--- src/rtl/tap_reconfig.sv ---
module tap_reconfig #(
  parameter int          BS_LEN   = 8,
  parameter logic [31:0] ID_VALUE = 32'h010020DD
) (
  input  logic              tck,
  input  logic              trst_n,
  input  logic              tms,
  input  logic              tdi,
  output logic              tdo,
  output logic              tdo_oe,
  input  logic              busy,
  input  logic [31:0]       ucode,
  input  logic [BS_LEN-1:0] pad_in,
  input  logic [BS_LEN-1:0] func_out,
  output logic [BS_LEN-1:0] pad_out,
  output logic              reconf_n
);
  localparam int IRW = 10;
  localparam logic [IRW-1:0] OP_EXT  = 10'h000;
  localparam logic [IRW-1:0] OP_SMP  = 10'h055;
  localparam logic [IRW-1:0] OP_ID   = 10'h059;
  localparam logic [IRW-1:0] OP_USR  = 10'h079;
  localparam logic [IRW-1:0] OP_RCF  = 10'h061;
  localparam logic [IRW-1:0] IR_CAPT = 10'h001;

  typedef enum logic [3:0] {
    TLR, RTI, SEL_DR, CAP_DR, SH_DR, EX1_DR, PA_DR, EX2_DR, UPD_DR,
    SEL_IR, CAP_IR, SH_IR, EX1_IR, PA_IR, EX2_IR, UPD_IR
  } tap_st_t;

  tap_st_t st, st_nx;
  logic [IRW-1:0]    ir, ir_sr;
  logic              byp;
  logic [31:0]       w_sr;
  logic [BS_LEN-1:0] bs_sr, bs_upd;

  wire sel_bsr = (ir == OP_EXT) || (ir == OP_SMP);
  wire sel_wrd = (ir == OP_ID) || (ir == OP_USR);

  always_comb begin
    case (st)
      TLR:     st_nx = tms ? TLR    : RTI;
      RTI:     st_nx = tms ? SEL_DR : RTI;
      SEL_DR:  st_nx = tms ? SEL_IR : CAP_DR;
      CAP_DR:  st_nx = tms ? EX1_DR : SH_DR;
      SH_DR:   st_nx = tms ? EX1_DR : SH_DR;
      EX1_DR:  st_nx = tms ? UPD_DR : PA_DR;
      PA_DR:   st_nx = tms ? EX2_DR : PA_DR;
      EX2_DR:  st_nx = tms ? UPD_DR : SH_DR;
      UPD_DR:  st_nx = tms ? SEL_DR : RTI;
      SEL_IR:  st_nx = tms ? TLR    : CAP_IR;
      CAP_IR:  st_nx = tms ? EX1_IR : SH_IR;
      SH_IR:   st_nx = tms ? EX1_IR : SH_IR;
      EX1_IR:  st_nx = tms ? UPD_IR : PA_IR;
      PA_IR:   st_nx = tms ? EX2_IR : PA_IR;
      EX2_IR:  st_nx = tms ? UPD_IR : SH_IR;
      default: st_nx = tms ? SEL_DR : RTI;
    endcase
  end

  always_ff @(posedge tck or negedge trst_n) begin
    if (!trst_n) begin
      st     <= TLR;
      ir     <= OP_ID;
      ir_sr  <= '0;
      byp    <= 1'b0;
      w_sr   <= '0;
      bs_sr  <= '0;
      bs_upd <= '0;
    end else begin
      st <= st_nx;
      if (st == TLR)
        ir <= OP_ID;
      else if (st == UPD_IR && !busy)
        ir <= ir_sr;
      if (st == CAP_IR)
        ir_sr <= IR_CAPT;
      else if (st == SH_IR)
        ir_sr <= {tdi, ir_sr[IRW-1:1]};
      if (st == CAP_DR) begin
        byp   <= 1'b0;
        w_sr  <= (ir == OP_USR) ? ucode : ID_VALUE;
        bs_sr <= pad_in;
      end else if (st == SH_DR) begin
        byp   <= tdi;
        w_sr  <= {tdi, w_sr[31:1]};
        if (BS_LEN > 1)
          bs_sr <= {tdi, bs_sr[BS_LEN-1:1]};
        else
          bs_sr <= tdi;
      end
      if (st == UPD_DR && sel_bsr)
        bs_upd <= bs_sr;
    end
  end

  always_ff @(negedge tck or negedge trst_n) begin
    if (!trst_n) begin
      tdo    <= 1'b0;
      tdo_oe <= 1'b0;
    end else begin
      tdo_oe <= (st == SH_DR) || (st == SH_IR);
      if (st == SH_IR)      tdo <= ir_sr[0];
      else if (sel_bsr)     tdo <= bs_sr[0];
      else if (sel_wrd)     tdo <= w_sr[0];
      else                  tdo <= byp;
    end
  end

  assign pad_out  = (ir == OP_EXT && !busy) ? bs_upd : func_out;
  assign reconf_n = !(ir == OP_RCF && st == RTI);

  a_r1_reset_loads_id: assert property (@(posedge tck) disable iff (!trst_n)
    (st == TLR) |=> (ir == OP_ID));
  a_r2_capture_pattern: assert property (@(posedge tck) disable iff (!trst_n)
    (st == CAP_IR) |=> (ir_sr == IR_CAPT));
  a_r8_reconf_on_idle: assert property (@(posedge tck) disable iff (!trst_n)
    (st == UPD_IR && !busy && ir_sr == OP_RCF && !tms) |=> !reconf_n);
  a_r9_busy_blocks_ir: assert property (@(posedge tck) disable iff (!trst_n)
    (st == UPD_IR && busy) |=> $stable(ir));
  a_r9_busy_functional: assert property (@(posedge tck) disable iff (!trst_n)
    busy |-> (pad_out == func_out));
endmodule

--- config.mk ---
export PLATFORM = sky130hd
export DESIGN_NAME = tap_reconfig
export DESIGN_NICKNAME = d
export VERILOG_FILES = /design/src/rtl/tap_reconfig.sv
export SDC_FILE = /design/constraint.sdc
export NUM_CORES = 1
export LEC_CHECK = 0
export BUFFER_PORTS_ARGS = -buffer_cell sky130_fd_sc_hd__buf_2
export CAP_MARGIN = 20
export CORE_MARGIN = 8
export CORE_UTILIZATION = 60
export CTS_CLUSTER_DIAMETER = 150
export DETAILED_ROUTE_END_ITERATION = 8
export PLACE_DENSITY = 0.9
export SLEW_MARGIN = 20
export SYNTH_ARGS = -nofsm -noshare
export SYNTH_HDL_FRONTEND = slang
export SYNTH_SLANG_ARGS = --single-unit
export TNS_END_PERCENT = 100
--- constraint.sdc ---
create_clock -name tck -period 3.5 [get_ports tck]
set_input_delay 0.7 -clock tck [delete_from_list [all_inputs] [get_ports tck]]
set_output_delay 0.7 -clock tck [all_outputs]
set_load 0.05 [all_outputs]
==> impl_metrics.yaml, run 1 <==
die:
  core.rowCount: 28
  die_area_mm2: 0.00858
  die_x_um: 92.6
  num_io_pins: 64
  start_util: 0.609
  fp.coreArea_mm2: 0.00578
  die_y_um: 92.6
drt:
  vias: 2790
  vias_per_cell: 5.95
  dr.pass1.iters: 4
  drtAntennaViolNets: 0
  wl_um: 7990
  routedWlPerCell_um: 17.0
  drc: 0
  dr.first_iter.drc_count: 153
placement:
  dpl.cell_count: 453
  dp_hpwl_um: 5580
  globalplace.congestion: 0.867
  numPortBuffers: 63
setup_path:
  worstSetupPathType: "reg -> reg"
  r2r-end: "tdo"
  cp-end-kind: "flip-flop"
  cp-start-kind: "flip-flop"
  arrival_ns: 1.98
  critPathMaxFanout: 2
  reg2reg_depth: 4
  reg2reg_setup_slack_ns: -0.06
  reg2reg_from: "ir[4]"
  crit_required_ns: 1.92
synth:
  syn-mean-instance-area_um2: 11.0
  synth-async-reset-ratio: 1.00
  synth-edff-count: 0
  seq_area_frac_synth: 0.534
  synthCells: 319
  yosysWarnings: 0
  ys.flop_type: "dfrtp_1"
  syn-cell-area_mm2: 0.00352
  syn_nets: 372
  synthDistinctLibCells: 45
  synth_seq_cells: 75
final_layout:
  fin_cells: 469
  syn2layout_area_growth_pct: 18.9
  layout-drive-gt1-share: 0.317
  utilization: 0.724
  diodes: 0
  fin_nets: 442
clock_network:
  cts.path.max_buffers: 2
  cts_buffers: 9
  postCtsSetupBuffers: 0
  clk_latency_ns: 0.35
  cts_hold_buffers: 0
  cts_tree: "yes"
  cts_sinks: 75
  cts.htree.levels: 3
  cts.root.buffer_cell: "clkbuf_8"
  clkTransAtPathRegs_ns: 0.08
global_route:
  antenna_found_initial: 0
  grt_pass1_wl_um: 13400
  grt_start_max_net_pins: 39
  grt_pass1_vias: 2777
  grt.overflow.total: 0
  grt_usage: 0.194
power_and_ir_drop:
  power_density_mw_per_mm2: 746
  p_leak_nw: 1.88
  irDropWorstVdd_uv: 432
  total_power_mw: 3.12
timing:
  rsz0062_at_grt: "yes"
  finalClockSkew_ns: 0.0199
  slew_viol_final: 0
  setup_ws_ns: -0.0618
  setup_viol: 1
  tns_ns: -0.0618
  worst_slew_pin_slew_ns: 0.762
  max-slew-margin-rel: 0.488
  hold_viol_final: 0
run_status:
  outcome: "complete, but fails checks"
  violations: "setup timing"
worst_hold_path:
  hp-class: "in -> async"
job:
  max_cap_violations: 0
per-stage QoR:
step / cell area (µm²) / hold WS (ns) / setup slack, ns
after global routing: 4190 / 0.490 / -0.170
after CTS: 4190 / 0.449 / -0.0537
after detailed placement: 3990 / 0.491 / -0.0375
after floorplan: 3530 / 0.404 / -0.00178
final: 4190 / 0.433 / -0.0618
after global placement: 3990 / 0.484 / -0.0131
sequential cells by signal (all words and copies together) (netlist names):
| signal | cells |
|---|---|
| w_sr | 32 |
| ir | 10 |
| ir_sr | 10 |
| bs_sr | 8 |
| bs_upd | 8 |
| st | 4 |
| byp | 1 |
| tdo | 1 |
| tdo_oe | 1 |
Yosys cell counts (3+ instances only):
| cell type | instances | area share |
|---|---|---|
| nand3_1 | 14 | 0.020 |
| mux2_2 | 16 | 0.051 |
| o21ai_0 | 15 | 0.021 |
| buf_2 | 5 | 0.0071 |
| dfstp_2 | 4 | 0.030 |
| a31oi_1 | 8 | 0.014 |
| nand2_1 | 32 | 0.034 |
| a22o_1 | 14 | 0.035 |
| nand2b_1 | 4 | 0.0071 |
| nor2_1 | 19 | 0.020 |
| inv_1 | 3 | 0.0032 |
| nor3_1 | 6 | 0.0085 |
| a2bb2oi_1 | 20 | 0.050 |
| clkbuf_1 | 16 | 0.017 |
| a21oi_1 | 6 | 0.0085 |
| mux2i_1 | 20 | 0.057 |
| nor2b_1 | 3 | 0.0053 |
| dfrtp_1 | 69 | 0.49 |
| o2bb2ai_1 | 13 | 0.032 |
metal layers:
metal | GRT usage | vias to the layer above | routed length [µm]
met1 | 0.257 | 1360 | 3640
met3 | 0.0526 | 10 | 504
met5 | 0 | - | 0
li1 | - | 1323 | -
met2 | 0.300 | 97 | 3770
met4 | 0.0644 | 0 | 78
worst max path at each step:
stage	from	to	cells past startpoint
floorplan	ir[4]	tdo	4
global placement	ir[4]	tdo	4
detailed placement	ir[4]	tdo	5
CTS	ir[4]	tdo	4
global route	ir[4]	tdo	4
finish	ir[4]	tdo	4
kinds of logic after synthesis:
group                  count (synthesis)  share of synthesized area
AO/OA/AOI/OAI                         88                      0.192
XOR/XNOR                               1                    0.00249
buffers and inverters                 24                     0.0274
flip-flops                            75                      0.534
multiplexers                          36                      0.108
AND/OR/NAND/NOR                       95                      0.135
final cells by class:
type	count	area (µm²)
sequential	75	1880
fill	435	1600
multi-input combinational	220	1560
timing repair buffer	80	443
clock buffer	10	128
tap	75	93.8
clock inverter	6	63.8
inverter	3	11.3
worst max-delay path, cell delays in order (launching register included):
cell	delay [ns]
dfstp_2	0.53
or4bb_4	0.52
o31a_1	0.27
nor4b_2	0.22
o31ai_1	0.10
layout by cell type (no fill, tap or decap), types with 2 or more instances in the layout:
cell type	Yosys	routed
a31oi_1	8	8
dfrtn_1	2	2
inv_1	3	3
o21ai_0	15	15
a22o_1	14	14
nor4b_2	0	2
clkbuf_8	0	9
dfstp_2	4	4
buf_2	5	63
mux2i_1	20	20
nor2b_1	3	3
nor2_1	19	19
o2bb2ai_1	13	13
buf_4	0	17
clkinv_2	0	2
dfrtp_1	69	69
o22a_1	2	2
a221oi_1	2	2
mux2_2	16	16
nand2_1	32	32
nand3_1	14	14
a2bb2oi_1	20	20
nor3_1	6	6
clkinvlp_4	0	2
nand2b_1	4	4
nand3b_1	2	2
a21oi_1	6	6
report_power, final:
| part | leakage (nW) | internal [mW] | switching (mW) |
|---|---|---|---|
| Clock | 0.0927 | 0.329 | 0.324 |
| Sequential | 0.935 | 1.17 | 0.202 |
| Combinational | 0.855 | 0.498 | 0.601 |
what timing repair did:
item,CTS,global route
endpoints found under the setup margin,1,1
pin swaps,0,0
gates resized for setup,1,0
Note: power is estimated with default switching activity, not from simulation.
==> inputs of run 2 (changes only) <==
MAX_ROUTING_LAYER = met4   (was default)
==> run 2 against run 1 <==
- the run still ends with setup timing left
- register-to-register slack hardly changed
- combinational power about the same
- design area up 0.45%
- critical endpoint unchanged
- largest cell class unchanged
- highest routed layer unchanged
==> impl_metrics.yaml, run 2 (same netlist as run 1, synthesis figures left out) <==
setup_path:
  slowest_delay_ns: 0.53
  critPathSlowestCell: "dfstp_2"
  cp-start-kind: "flip-flop"
  crit_buf_inv: 0
  startpoint: "ir[4]"
  reg2reg_depth: 4
  critical_path_depth: 4
  critPathMaxFanout: 2
  worstSetupPathType: "reg -> reg"
  cp-end-kind: "flip-flop"
  crit_chain: "or4bb_4, o31a_1, nor4b_2, o31ai_1"
  path_delay_family: "simple AND/OR/NAND/NOR gates"
  arrival_ns: 1.99
  reg2reg_from: "ir[4]"
  crit_required_ns: 1.92
final_layout:
  fillers: 409
  fin_nets: 443
  top_register: "w_sr"
  utilization: 0.727
  largest_reg_flops: 32
  mostFrequentLayoutCell: "dfrtp_1"
  regArea_mm2: 0.00188
  top_regs: "w_sr (32), ir (10), ir_sr (10)"
  syn2layout_area_growth_pct: 19.4
  fin_cells: 470
  layout-drive-gt1-share: 0.322
  multi_input_area_mm2: 0.00156
  diodes: 0
  final_cell_mix: "dfrtp_1 (69), buf_2 (63), nand2_1 (32)"
power_and_ir_drop:
  irDropWorstVdd_uv: 441
  p_leak_nw: 1.90
  power_density_mw_per_mm2: 748
timing:
  setup_viol: 1
  slew_viol_final: 0
  worst_slew_pin_slew_ns: 0.887
  max-slew-margin-rel: 0.404
  rsz0062_at_grt: "yes"
  setup_ws_ns: -0.0627
  hold_viol_final: 0
  finalClockSkew_ns: 0.0192
worst_hold_path:
  hp-class: "in -> async"
die:
  start_util: 0.609
  die_area_mm2: 0.00858
  fp.coreArea_mm2: 0.00578
  num_io_pins: 64
  core.rowCount: 28
  die_x_um: 92.6
  die_y_um: 92.6
global_route:
  grt_pass1_wl_um: 13500
  antenna_found_initial: 0
  grt_pass1_vias: 2783
  grt_start_max_net_pins: 45
  grt_usage: 0.206
  grt.overflow.total: 0
placement:
  post-place-ws_ns: -0.0133
  dpl.cell_count: 454
  globalplace.congestion: 0.931
  numPortBuffers: 63
  dp_hpwl_um: 5760
drt:
  drtAntennaViolNets: 0
  dr.first_iter.drc_count: 130
  vias: 2817
  wl_um: 8180
  vias_per_cell: 5.99
  routedWlPerCell_um: 17.4
  dr.pass1.iters: 4
  drc: 0
clock_network:
  cts_hold_buffers: 0
  clk_latency_ns: 0.35
  clkTransAtPathRegs_ns: 0.08
  cts_tree: "yes"
  cts.path.max_buffers: 2
  postCtsSetupBuffers: 0
  cts_sinks: 75
  cts.htree.levels: 3
  cts.root.buffer_cell: "clkbuf_8"
  cts_buffers: 9
job:
  max_cap_violations: 0
run_status:
  outcome: "complete, but fails checks"
  violations: "setup timing"
==> run 2: cell count changes in the layout (fill, tap and decap cells not counted), sizes merged <==
cell / before / now
buf: 80 / 81
clkinvlp: 2 / 1
clkinv: 2 / 4
inv: 4 / 3
==> run 2: layout make-up <==
class                   count  share of cell area
multi-input cells         220               0.372
well taps                  75              0.0223
flip-flops and latches     75               0.448
inverters                   3             0.00268
clock buffers              10              0.0327
clock inverters             6              0.0155
repair buffers             81               0.107
==> run 2: path summary, 6_finish.rpt <==
path / slack [ns] / endpoint
max in group asynchronous: 1.57 / tdo
worst min-delay path: 0.40 / bs_sr[0]
min in group tck: 0.51 / bs_upd[3]
worst max register to register: -0.06 / tdo
worst max-delay path: -0.06 / tdo
worst min register to register: 0.51 / bs_upd[3]
==> run 2: per-stage QoR <==
stage | total power [mW] | hold WS, ns | cell area [µm²] | TNS, ns
4_1_cts | 3.15 | 0.411 | 4200 | -0.0640
3_5_place_dp | 2.47 | 0.492 | 4000 | -0.0133
2_1_floorplan | 2.16 | 0.404 | 3530 | -0.00178
6_report | 3.14 | 0.401 | 4200 | -0.0627
5_1_grt | 3.34 | 0.456 | 4200 | -0.129
3_3_place_gp | 2.42 | 0.485 | 4000 | -0.00364
==> run 2: what timing repair did <==
| action | CTS | global route |
|---|---|---|
| endpoints found under the setup margin | 1 | 1 |
| hold endpoints to repair | 0 | 0 |
| gates resized for setup | 0 | 1 |
==> run 2: power by group <==
group          total (mW)  leakage, nW  internal, mW  switching, mW
clock               0.669        0.102         0.348          0.321
combinational        1.10        0.860         0.502          0.603
sequential           1.37        0.935          1.17          0.202
==> run 2: per-layer routing <==
metal  part of all wire  wire length (µm)  track usage  vias up
met3              0.067               549       0.0477       18
met2               0.48              3900        0.305      105
li1                   -                 -            -     1335
met1               0.43              3520        0.259     1359
met4              0.025               208        0.105        0
met5                  0                 0            -        -
==> run 2: worst register-to-register path: stages, from the launching register on <==
cell,delay (ns)
dfstp_2,0.53
or4bb_4,0.52
o31a_1,0.26
nor4b_2,0.22
o31ai_1,0.11
==> inputs of run 3 (changes only) <==
SETUP_SLACK_MARGIN = 0.2   (was default)
==> run 3 against run 2 <==
- the flow still finishes with violations (setup timing)
- cell count stayed put
- critical endpoint unchanged
- power is 0.41% higher
- via count is 0.46% higher
- non-clock buffer count stayed put
- worst setup slack hardly changed
- critical path depth stayed put
- first-iteration DRC count is 3.1% higher
- highest routed layer unchanged
==> impl_metrics.yaml, run 3 (same netlist as run 1, synthesis figures left out) <==
final_layout:
  fillers: 404
  top_regs: "w_sr (32), ir (10), ir_sr (10)"
  diodes: 0
  syn2layout_area_growth_pct: 19.9
  top_register: "w_sr"
  layout-drive-gt1-share: 0.322
  mostFrequentLayoutCell: "dfrtp_1"
  final_area_mm2: 0.00422
  fin_nets: 443
  largest_reg_flops: 32
  multi_input_area_mm2: 0.00157
  final_cell_mix: "dfrtp_1 (69), buf_2 (61), nand2_1 (32)"
  regArea_mm2: 0.00188
power_and_ir_drop:
  p_leak_nw: 1.90
  swShare: 0.356
  power_frac_comb: 0.354
  power_density_mw_per_mm2: 748
  power_frac_clock: 0.212
  power.internal_mw: 2.03
  seq_power_share: 0.434
  p_switching_mw: 1.12
  irDropWorstVdd_uv: 451
die:
  die_x_um: 92.6
  core.rowCount: 28
  start_util: 0.609
  fp.coreArea_mm2: 0.00578
  die_area_mm2: 0.00858
  die_y_um: 92.6
  num_io_pins: 64
setup_path:
  reg2reg_setup_slack_ns: -0.06
  crit_chain: "or4bb_4, o31a_1, nor4b_2, o31ai_1"
  worstSetupPathType: "reg -> reg"
  arrival_ns: 1.99
  critPathMaxFanout: 2
  crit_required_ns: 1.93
  startpoint: "ir[4]"
  crit_buf_inv: 0
  slowest_delay_ns: 0.53
  reg2reg_from: "ir[4]"
  critPathSlowestCell: "dfstp_2"
  path_delay_family: "simple AND/OR/NAND/NOR gates"
  r2r-end: "tdo"
  reg2reg_depth: 4
  cp-end-kind: "flip-flop"
  cp-start-kind: "flip-flop"
timing:
  worst_slew_pin_slew_ns: 0.878
  slew_viol_final: 0
  finalClockSkew_ns: 0.0188
  max-slew-margin-rel: 0.410
  setup_viol: 1
  setup_ws_ns: -0.0623
  hold_ws_ns: 0.400
  hold_viol_final: 0
  rsz0062_at_grt: "yes"
clock_network:
  cts_buffers: 9
  cts.root.buffer_cell: "clkbuf_8"
  clkTransAtPathRegs_ns: 0.08
  cts_sinks: 75
  cts.path.max_buffers: 2
  clk_latency_ns: 0.35
  cts_hold_buffers: 0
  cts_tree: "yes"
  postCtsSetupBuffers: 0
  cts.htree.levels: 3
global_route:
  grt_usage: 0.206
  grt_pass1_vias: 2788
  antenna_found_initial: 0
  grt_start_max_net_pins: 45
  grt_pass1_wl_um: 13500
  grt.overflow.total: 0
drt:
  drc: 0
  vias: 2830
  drtAntennaViolNets: 0
  dr.first_iter.drc_count: 134
  dr.pass1.iters: 4
  wl_um: 8130
  routedWlPerCell_um: 17.3
  vias_per_cell: 6.02
run_status:
  outcome: "complete, but fails checks"
  violations: "setup timing"
placement:
  globalplace.congestion: 0.931
  place_area_mm2: 0.00400
  dp_hpwl_um: 5760
  post-place-ws_ns: -0.0133
  numPortBuffers: 63
job:
  max_cap_violations: 0
worst_hold_path:
  hp-class: "in -> async"
[run 3: cell counts in the layout (fill, tap and decap cells not counted)]
No cell type changed its count.
[run 3: stage by stage]
| step | TNS [ns] | utilization | cells | power (mW) |
|---|---|---|---|---|
| global route | -0.129 | 0.730 | 470 | 3.36 |
| floorplan | -0.00178 | - | 319 | 2.16 |
| detailed placement | -0.0133 | 0.691 | 454 | 2.47 |
| CTS | -0.0640 | 0.729 | 470 | 3.16 |
| global placement | -0.00364 | 0.691 | 454 | 2.42 |
| finish | -0.0623 | 0.730 | 470 | 3.16 |
[run 3: layout make-up]
class                      count  area share
clock buffer                  10      0.0326
multi-input combinational    220       0.372
timing repair buffer          81       0.110
clock inverter                 6      0.0154
inverter                       3     0.00267
tap                           75      0.0222
sequential                    75       0.446
[run 3: worst max-delay path by stage]
stage               slack, ns  cells past startpoint  end
finish                  -0.06                      4  tdo
global placement       -0.004                      4  tdo
detailed placement      -0.01                      4  tdo
global route            -0.13                      4  tdo
CTS                     -0.06                      4  tdo
floorplan              -0.002                      4  tdo
[run 3: timing repair]
action | CTS | global route
resized for setup | 5 | 1
hold endpoints to repair | 0 | 0
endpoints found under the setup margin | 11 | 3
gates cloned | 0 | 0
[run 3: metal layers]
| metal | track usage | wire length, µm | vias to the layer above |
|---|---|---|---|
| met1 | 0.260 | 3430 | 1370 |
| met5 | - | 0 | - |
| li1 | - | - | 1332 |
| met3 | 0.0477 | 573 | 18 |
| met4 | 0.105 | 208 | 0 |
| met2 | 0.305 | 3920 | 110 |
[run 3: power groups by stage]
| stage | Sequential (mW) | Clock [mW] | Combinational (mW) |
|---|---|---|---|
| 2_1_floorplan | 1.34 | 0 | 0.822 |
| 3_3_place_gp | 1.37 | 0 | 1.05 |
| 3_5_place_dp | 1.38 | 0 | 1.09 |
| 4_1_cts | 1.37 | 0.680 | 1.11 |
| 5_1_grt | 1.41 | 0.707 | 1.24 |
| 6_report | 1.37 | 0.670 | 1.12 |
